### src/rtl/rnm_pkg.sv
package rnm_pkg;
   // where the newest value of a register sits
   typedef enum logic {
      LOC_ARCH = 1'b0,
      LOC_ROB  = 1'b1
   } loc_e;
endpackage

### src/rtl/rnm_slot_alloc.sv
module rnm_slot_alloc #(
   parameter int GROUP    = 4,
   parameter int NUM_PHYS = 40,
   parameter int PW       = 6
) (
   input  logic [GROUP-1:0]         vld_i,
   input  logic [PW-1:0]            base_i,
   output logic [GROUP-1:0][PW-1:0] slot_o
);
   localparam int CW = $clog2(GROUP + 1);
   localparam int SW = PW + 1;

   // prefix count of valid lanes, offset from the base, wrapped once
   always_comb begin
      logic [CW-1:0] seen;
      logic [SW-1:0] sum;
      seen = '0;
      for (int i = 0; i < GROUP; i++) begin
         sum = {1'b0, base_i} + SW'(seen);
         if (sum >= SW'(NUM_PHYS)) begin
            sum = sum - SW'(NUM_PHYS);
         end
         slot_o[i] = sum[PW-1:0];
         if (vld_i[i]) begin
            seen = seen + 1'b1;
         end
      end
   end
endmodule

### src/rtl/rnm_lookup.sv
module rnm_lookup
   import rnm_pkg::*;
#(
   parameter int NUM_ARCH = 8,
   parameter int GROUP    = 4,
   parameter int AW       = 3,
   parameter int PW       = 6
) (
   input  logic [NUM_ARCH-1:0]         map_rob_i,
   input  logic [NUM_ARCH-1:0][PW-1:0] map_idx_i,
   input  logic [GROUP-1:0]            vld_i,
   input  logic [GROUP-1:0][AW-1:0]    src_a_i,
   input  logic [GROUP-1:0][AW-1:0]    src_b_i,
   input  logic [GROUP-1:0][AW-1:0]    dst_i,
   input  logic [GROUP-1:0][PW-1:0]    slot_i,
   output logic [GROUP-1:0]            src_a_rob_o,
   output logic [GROUP-1:0][PW-1:0]    src_a_idx_o,
   output logic [GROUP-1:0]            src_b_rob_o,
   output logic [GROUP-1:0][PW-1:0]    src_b_idx_o
);
   // the top lane never feeds a bypass
   logic unused_top_lane;
   assign unused_top_lane = ^{vld_i[GROUP-1], dst_i[GROUP-1], slot_i[GROUP-1]};

   always_comb begin
      loc_e          a_loc, b_loc;
      logic [PW-1:0] a_idx, b_idx;
      for (int i = 0; i < GROUP; i++) begin
         a_loc = loc_e'(map_rob_i[src_a_i[i]]);
         a_idx = (a_loc == LOC_ROB) ? map_idx_i[src_a_i[i]] : PW'(src_a_i[i]);
         b_loc = loc_e'(map_rob_i[src_b_i[i]]);
         b_idx = (b_loc == LOC_ROB) ? map_idx_i[src_b_i[i]] : PW'(src_b_i[i]);
         // later lower lanes override earlier ones: youngest producer wins
         for (int j = 0; j < i; j++) begin
            if (vld_i[j] && (dst_i[j] == src_a_i[i])) begin
               a_loc = LOC_ROB;
               a_idx = slot_i[j];
            end
            if (vld_i[j] && (dst_i[j] == src_b_i[i])) begin
               b_loc = LOC_ROB;
               b_idx = slot_i[j];
            end
         end
         src_a_rob_o[i] = (a_loc == LOC_ROB);
         src_a_idx_o[i] = a_idx;
         src_b_rob_o[i] = (b_loc == LOC_ROB);
         src_b_idx_o[i] = b_idx;
      end
   end
endmodule

### src/rtl/rnm_map.sv
module rnm_map #(
   parameter int NUM_ARCH  = 8,
   parameter int GROUP     = 4,
   parameter int RET_PORTS = 2,
   parameter int AW        = 3,
   parameter int PW        = 6
) (
   input  logic                         clk,
   input  logic                         rst_n,
   input  logic                         flush_i,
   input  logic [GROUP-1:0]             vld_i,
   input  logic [GROUP-1:0][AW-1:0]     dst_i,
   input  logic [GROUP-1:0][PW-1:0]     slot_i,
   input  logic [RET_PORTS-1:0]         ret_vld_i,
   input  logic [RET_PORTS-1:0][AW-1:0] ret_reg_i,
   input  logic [RET_PORTS-1:0][PW-1:0] ret_slot_i,
   output logic [NUM_ARCH-1:0]          map_rob_o,
   output logic [NUM_ARCH-1:0][PW-1:0]  map_idx_o
);
   logic [NUM_ARCH-1:0]         rob_q, rob_d;
   logic [NUM_ARCH-1:0][PW-1:0] idx_q, idx_d;

   // order of the steps sets priority: retire clear, then renames, then flush
   always_comb begin
      rob_d = rob_q;
      idx_d = idx_q;
      for (int p = 0; p < RET_PORTS; p++) begin
         if (ret_vld_i[p] && rob_q[ret_reg_i[p]] &&
             (idx_q[ret_reg_i[p]] == ret_slot_i[p])) begin
            rob_d[ret_reg_i[p]] = 1'b0;
         end
      end
      for (int i = 0; i < GROUP; i++) begin
         if (vld_i[i]) begin
            rob_d[dst_i[i]] = 1'b1;
            idx_d[dst_i[i]] = slot_i[i];
         end
      end
      if (flush_i) begin
         rob_d = '0;
      end
   end

   always_ff @(posedge clk or negedge rst_n) begin
      if (!rst_n) begin
         rob_q <= '0;
         idx_q <= '0;
      end else begin
         rob_q <= rob_d;
         idx_q <= idx_d;
      end
   end

   assign map_rob_o = rob_q;
   assign map_idx_o = idx_q;
endmodule

### src/rtl/rnm_rename.sv
module rnm_rename #(
   parameter int  NUM_ARCH  = 8,
   parameter int  NUM_PHYS  = 40,
   parameter int  GROUP     = 4,
   parameter int  RET_PORTS = 2,
   localparam int AW        = $clog2(NUM_ARCH),
   localparam int PW        = $clog2(NUM_PHYS)
) (
   input  logic                         clk,
   input  logic                         rst_n,
   input  logic                         flush_i,
   input  logic [GROUP-1:0]             grp_vld_i,
   input  logic [GROUP-1:0][AW-1:0]     grp_src_a_i,
   input  logic [GROUP-1:0][AW-1:0]     grp_src_b_i,
   input  logic [GROUP-1:0][AW-1:0]     grp_dst_i,
   input  logic [PW-1:0]                slot_base_i,
   input  logic [RET_PORTS-1:0]         ret_vld_i,
   input  logic [RET_PORTS-1:0][AW-1:0] ret_reg_i,
   input  logic [RET_PORTS-1:0][PW-1:0] ret_slot_i,
   output logic [GROUP-1:0]             src_a_rob_o,
   output logic [GROUP-1:0][PW-1:0]     src_a_idx_o,
   output logic [GROUP-1:0]             src_b_rob_o,
   output logic [GROUP-1:0][PW-1:0]     src_b_idx_o,
   output logic [GROUP-1:0][PW-1:0]     dst_slot_o
);
   // elaboration-time parameter checks
   if (NUM_ARCH < 2 || (1 << AW) != NUM_ARCH) begin : g_bad_arch
      $error("NUM_ARCH must be a power of two of at least 2");
   end
   if (NUM_PHYS < NUM_ARCH) begin : g_bad_phys
      $error("NUM_PHYS must cover every register number");
   end
   if (GROUP < 1 || GROUP > NUM_PHYS) begin : g_bad_group
      $error("GROUP must lie in 1..NUM_PHYS");
   end
   if (RET_PORTS < 1) begin : g_bad_ret
      $error("RET_PORTS must be at least 1");
   end

   logic [NUM_ARCH-1:0]         map_rob;
   logic [NUM_ARCH-1:0][PW-1:0] map_idx;
   logic [GROUP-1:0][PW-1:0]    slot;

   rnm_slot_alloc #(
      .GROUP    (GROUP),
      .NUM_PHYS (NUM_PHYS),
      .PW       (PW)
   ) u_alloc (
      .vld_i  (grp_vld_i),
      .base_i (slot_base_i),
      .slot_o (slot)
   );

   rnm_lookup #(
      .NUM_ARCH (NUM_ARCH),
      .GROUP    (GROUP),
      .AW       (AW),
      .PW       (PW)
   ) u_lookup (
      .map_rob_i   (map_rob),
      .map_idx_i   (map_idx),
      .vld_i       (grp_vld_i),
      .src_a_i     (grp_src_a_i),
      .src_b_i     (grp_src_b_i),
      .dst_i       (grp_dst_i),
      .slot_i      (slot),
      .src_a_rob_o (src_a_rob_o),
      .src_a_idx_o (src_a_idx_o),
      .src_b_rob_o (src_b_rob_o),
      .src_b_idx_o (src_b_idx_o)
   );

   rnm_map #(
      .NUM_ARCH  (NUM_ARCH),
      .GROUP     (GROUP),
      .RET_PORTS (RET_PORTS),
      .AW        (AW),
      .PW        (PW)
   ) u_map (
      .clk        (clk),
      .rst_n      (rst_n),
      .flush_i    (flush_i),
      .vld_i      (grp_vld_i),
      .dst_i      (grp_dst_i),
      .slot_i     (slot),
      .ret_vld_i  (ret_vld_i),
      .ret_reg_i  (ret_reg_i),
      .ret_slot_i (ret_slot_i),
      .map_rob_o  (map_rob),
      .map_idx_o  (map_idx)
   );

   assign dst_slot_o = slot;
endmodule

### config.mk
export PLATFORM = sky130hd
export DESIGN_NAME = rnm_rename
export DESIGN_NICKNAME = d
export VERILOG_FILES = /design/src/rtl/rnm_pkg.sv /design/src/rtl/rnm_slot_alloc.sv /design/src/rtl/rnm_lookup.sv /design/src/rtl/rnm_map.sv /design/src/rtl/rnm_rename.sv
export SDC_FILE = /design/constraint.sdc
export NUM_CORES = 1
export LEC_CHECK = 0
export ABC_AREA = 1
export CAP_MARGIN = 20
export CELL_PAD_IN_SITES_DETAIL_PLACEMENT = 0
export CELL_PAD_IN_SITES_GLOBAL_PLACEMENT = 1
export CORE_AREA = 2 2 200 153
export DETAILED_ROUTE_END_ITERATION = 10
export DIE_AREA = 0 0 202 155
export MAX_ROUTING_LAYER = met4
export PLACE_DENSITY = 0.79
export SYNTH_ARGS = -nofsm -noshare
export SYNTH_HDL_FRONTEND = slang
export SYNTH_SLANG_ARGS = --single-unit
### constraint.sdc
create_clock -name clk -period 3.3 [get_ports clk]
set_input_delay 0.33 -clock clk [delete_from_list [all_inputs] [get_ports clk]]
set_output_delay 0.33 -clock clk [all_outputs]
set_load 0.1 [all_outputs]
# After elaboration in Yosys (flattened, before gate mapping)
# Index checks and enable logic that the tools add are counted.
# W data, S select, Z words.
[word_totals]
ramBits = 0
mem_bits_ro = 0
ff_bits = 56
mem_count = 0
output_inout_bits = 80
inputBits = 69
latchBits = 0
elab_cells = 200
[op_classes]
n_lt_le_gt_ge = 24
n_bitwise = 8
mul = 0
n_shift = 0
n_eq_ne = 14
n_mux = 114
n_reduce_logical = 22
add_sub_neg = 9
div = 0
[op_table]
columns = ["cell", "n"]
rows = [
  ["$mux W6", 38],
  ["$bwmux W48", 4],
  ["$mux W48", 4],
  ["$bmux W6 S3", 10],
  ["$demux W6 S3", 4],
  ["$lt A3 B4 Y1 const B", 14],
  ["$mux W8", 7],
  ["$eq A3 B3 Y1", 12],
  ["$or A8 B8 Y8", 4],
  ["$bmux W1 S3", 10],
  ["$mux W1", 29],
  ["$sub A6 B6 Y6 const B", 4],
  ["$logic_and A1 B1 Y1", 22],
  ["$ge A7 B6 Y1 const B", 3],
  ["$demux W1 S3", 6],
  ["$ge A3 B1 Y1 const B", 6],
  ["$and A8 B8 Y8", 2],
  ["$not A8 Y8", 2],
  ["$add A6 B3 Y7", 2],
  ["$eq A6 B6 Y1", 2],
  ["$add A6 B1 Y7", 1],
  ["$ge A6 B6 Y1 const B", 1],
  ["$mux W3", 2],
  ["$add A3 B1 Y3 const B", 1],
  ["$add A1 B1 Y2 const B", 1],
]

# Longest topological paths before layout
# Gate-level depths: netlist of the first run.
[logic_depth]
word_depth = 18
ltp_mapped = 17
depth_no_buf = 17

# Modules after synthesis
# From an unflattened synthesis of the first run, not the netlist that was laid out.
[unflattened]
hier_cells = 2377
hier_area_um2 = 12229.2
[by_module_without_submodules]
columns = ["mod", "area_per_inst_um2", "seq_area_each_um2", "cells_per_inst", "n_inst"]
rows = [
  ["rnm_lookup", 6058.3, 0.0, 1318, 1],
  ["rnm_map", 5290.1, 1401.3, 899, 1],
  ["rnm_slot_alloc", 880.8, 0.0, 160, 1],
]

# Worst setup path before layout of the first run
# OpenSTA, ideal clock, no wires.
[synth_path]
kind = "input to register"
from = "in grp_vld_i[1]"
to = "reg u_map.idx_q (netlist bit u_map.map_idx_o[47])"
setup_ns = 0.087
t_required_ns = 3.213
path_buffers = 0
slack_ns = -1.848
path_stages = 14
arrival_time_ns = 5.060
cell_sequence = "inv_1 ha_1 xor2_1 ha_1 fa_1 nand2_1 nand2_1 nand2_1 xor2_1 ha_1 inv_1 o21ai_0 inv_1 a21oi_1"
[synth_lines]
columns = ["item", "line_no", "text"]
rows = [
  ["start, declared", "rnm_rename.sv:12", "input logic [GROUP-1:0] grp_vld_i,"],
  ["end signal, assigned", "rnm_map.sv:50", "idx_q <= idx_d;"],
  ["end, declared", "rnm_map.sv:21", "logic [NUM_ARCH-1:0][PW-1:0] idx_q, idx_d;"],
]

==> results of run 1 <==
-- cells by family after synthesis --
group,share of synthesized area [%]
xor+xnor,1.557
fa+ha+maj,1.912
buf+inv,13.78
flops,12.45
compound gates,38.15
simple gates,32.15
-- synthesized netlist by cell type (8+ instances only) --
cell,count
ha_1,14
inv_1,206
buf_2,44
buf_4,9
nand2_1,447
nor2_1,130
o22ai_1,47
o21ai_1,22
inv_2,9
clkbuf_1,89
xor2_1,10
clkinv_1,24
o211ai_1,33
a221oi_1,15
nand3_1,184
a31oi_1,8
dfrtp_1,56
nor3_1,12
nand4_1,23
a21oi_1,272
o221ai_1,13
o21ai_0,356
-- timing repair --
| action | in CTS | in global routing |
|---|---|---|
| hold buffers | 0 | 1 |
| buffers inserted | 6 | 6 |
| pin swaps | 5 | 8 |
| endpoints found under the hold margin | 0 | 14 |
| gates resized for setup | 14 | 20 |
| setup endpoints to repair | 32 | 14 |
-- power groups by stage --
stage / combinational, uW / clock (uW) / sequential, uW
2_1_floorplan: 3090 / 0 / 936
6_report: 5570 / 560 / 1300
3_5_place_dp: 5310 / 0 / 1260
4_1_cts: 5350 / 557 / 1250
5_1_grt: 5750 / 579 / 1270
3_3_place_gp: 5300 / 0 / 1270
-- per-layer routing --
layer	GRT usage (%)	part of all wire [%]	vias up
met5	-	0	-
met4	19.19	5.4	0
met3	10.54	15	274
met2	60.99	39	1369
met1	61.71	40	7777
li1	-	-	7610
-- through the flow --
step	cells	area [um^2]
2_1_floorplan	2099	11560
3_3_place_gp	2697	15200
3_5_place_dp	2697	15200
4_1_cts	2711	15420
5_1_grt	2720	15550
6_report	2720	15550
-- worst paths after layout --
path	startpoint	endpoint
worst max-delay path	slot_base_i[4]	src_a_idx_o[17]
worst min-delay path	rst_n	u_map.map_rob_o[1]$_DFF_PN0_
worst max register to register	u_map.map_idx_o[37]$_DFF_PN0_	u_map.map_rob_o[5]$_DFF_PN0_
worst min register to register	u_map.map_rob_o[3]$_DFF_PN0_	u_map.map_rob_o[3]$_DFF_PN0_
max in group asynchronous	rst_n	u_map.map_idx_o[1]$_DFF_PN0_
min in group clk	u_map.map_rob_o[3]$_DFF_PN0_	u_map.map_rob_o[3]$_DFF_PN0_
-- flip-flops by register name (all words and copies together) (netlist names) --
signal           count
u_map.map_idx_o     48
u_map.map_rob_o      8
-- layout make-up --
type	instances	area [um^2]
repair buffers	361	3915
well taps	399	499.2
diodes	1	2.502
flip-flops and latches	56	1401
clock buffers	5	125.1
inverters	239	910.9
multi-input cells	1656	8672
clock inverters	3	21.27
fillers	3077	13970
-- worst reg2reg max path: stages, from the launching register on --
cell and delay [ns]:
dfrtp_1 0.61, inv_1 0.42, o21ai_0 0.29, nand2_1 0.08
nand2_1 0.10, nand2_1 0.08, nand3_1 0.08, nand3_1 0.08
nor2_2 0.34, nand3_1 0.13, nand3_1 0.14, a21oi_1 0.07
==> flow_summary.yaml, run 1 <==
outcome:
  status: "complete, no violations"
yosys:
  syn-num-nets: 2184
  syn_inst: 2099
  seq_area_frac_synth_pct: 12.45
  yosys-top-cells-area: "o21ai_0, nand2_1, dfrtp_1"
  synth_top_area_cell: "o21ai_0"
  syn_avg_cell_area_um2: 5.361
  synthArstFlopShare_pct: 100.0
  synth_edf_count: 0
  synth.distinct_cells: 49
  synth_top_area_share_pct: 15.83
  synth_ff_type: "dfrtp_1"
  ys_ff_latch: 56
  yosys_warnings: 0
  synthesis.area_mm2: 0.01125
final_layout:
  area_growth_pct: 38.16
  final_cell_mix: "nand2_1, o21ai_0, a21oi_1"
  final_nets: 2404
  drive_gt1_share_pct: 17.84
  final_util_pct: 52.66
  layout_commonest_cell: "nand2_1"
worst_setup_path:
  critical_path.max_stage_delay_ns: 0.73
  cp.required_ns: 2.97
  cp.buffers_inverters: 4
  start_kind: "input pin"
  crit_chain: "clkdlybuf4s50_1 > ha_1 > nand4_1 > xor2_1 > a21oi_1 > xor2_1 > buf_4 > buf_4 > o21ai_2 > buf_12"
  critPathMaxFanout: 10
  arrival_ns: 2.95
  path_delay_family: "buffers and inverters"
  critPathKind: "input pin to output port"
  end_kind: "output port"
  cp.depth: 10
  critPathSlowestCell: "clkdlybuf4s50_1"
  rrSetupSlack_ns: 0.74
  reg2reg_depth: 11
sta:
  finalHoldViolCount: 0
  min_period_ns: 3.277
  min_period_over_period_pct: 99.29
  setup_viol: 0
  whs_ns: 0.5105
  final.setup.worst_slack_ns: 0.02327
  slew_viol_final: 0
  slew_headroom_pct: 37.14
  worstMarginPinSlew_ns: 0.9428
  finalClockSkew_ns: 0.005180
  rsz0062_at_grt: "false"
  fmax_mhz: 305.2
  tns_ns: 0
power_and_ir_drop:
  power_frac_clock_pct: 7.5
  intPower_uw: 2879
  p_comb_share_pct: 75.0
  pwr-share-seq_pct: 17.4
  power_density_mw_per_mm2: 477.7
  power_uw: 7428
  ir_worst_vdd_v: 0.0003641
  p_leak_uw: 0.007240
  swShare_pct: 61.25
  p_sw_uw: 4549
die:
  core-area_mm2: 0.02952
  die_x_um: 202
  start_util_pct: 38.12
  rows: 55
  die_y_um: 155
  die-area_mm2: 0.03131
  boundaryPins: 149
detailed_routing:
  vias: 17030
  drc_errors: 0
  vias_per_cell: 6.261
  ant_nets: 0
  drt_iter0_drc: 2737
  wirelength_um: 70150
  drtPass1Iterations: 6
  wire_per_inst_um: 25.79
global_route:
  grt_start_max_net_pins: 47
  antenna_found_initial: 4
  grt_first_pass_wirelength_um: 101000
  gr-total-overflow: 0
  grt_pass1_vias: 15260
  grt_util_all_layers_pct: 44.52
cts:
  clockBufferDepth: 2
  htree_levels: 2
  clock_sinks: 56
  cts_tree: "built"
  clock-root-buffer: "clkbuf_16"
  numCtsBuffers: 5
  clk_pin_slew_worst_paths_ns: 0.08
  clk_latency_ns: 0.30
place:
  portBuffers: 148
  gp_congestion: 1.060
  place_ws_ns: -0.4716
  dp_hpwl_um: 52270
hold_path:
  hold_class: "input pin to asynchronous set/reset pin"
run:
  max_cap_violations: 0
No activity file was read; power rests on OpenSTA's default activity.
==> inputs of run 2 (changes only) <==
--- a/config.mk
+++ b/config.mk
@@ -10,6 +10,7 @@
 export CELL_PAD_IN_SITES_DETAIL_PLACEMENT = 0
 export CELL_PAD_IN_SITES_GLOBAL_PLACEMENT = 1
 export CORE_AREA = 2 2 200 153
+export CTS_CLUSTER_DIAMETER = 100
 export DETAILED_ROUTE_END_ITERATION = 10
 export DIE_AREA = 0 0 202 155
 export MAX_ROUTING_LAYER = met4
==> results of run 2 <==
The final DEF is identical to that of run 1; final timing and power are the same.
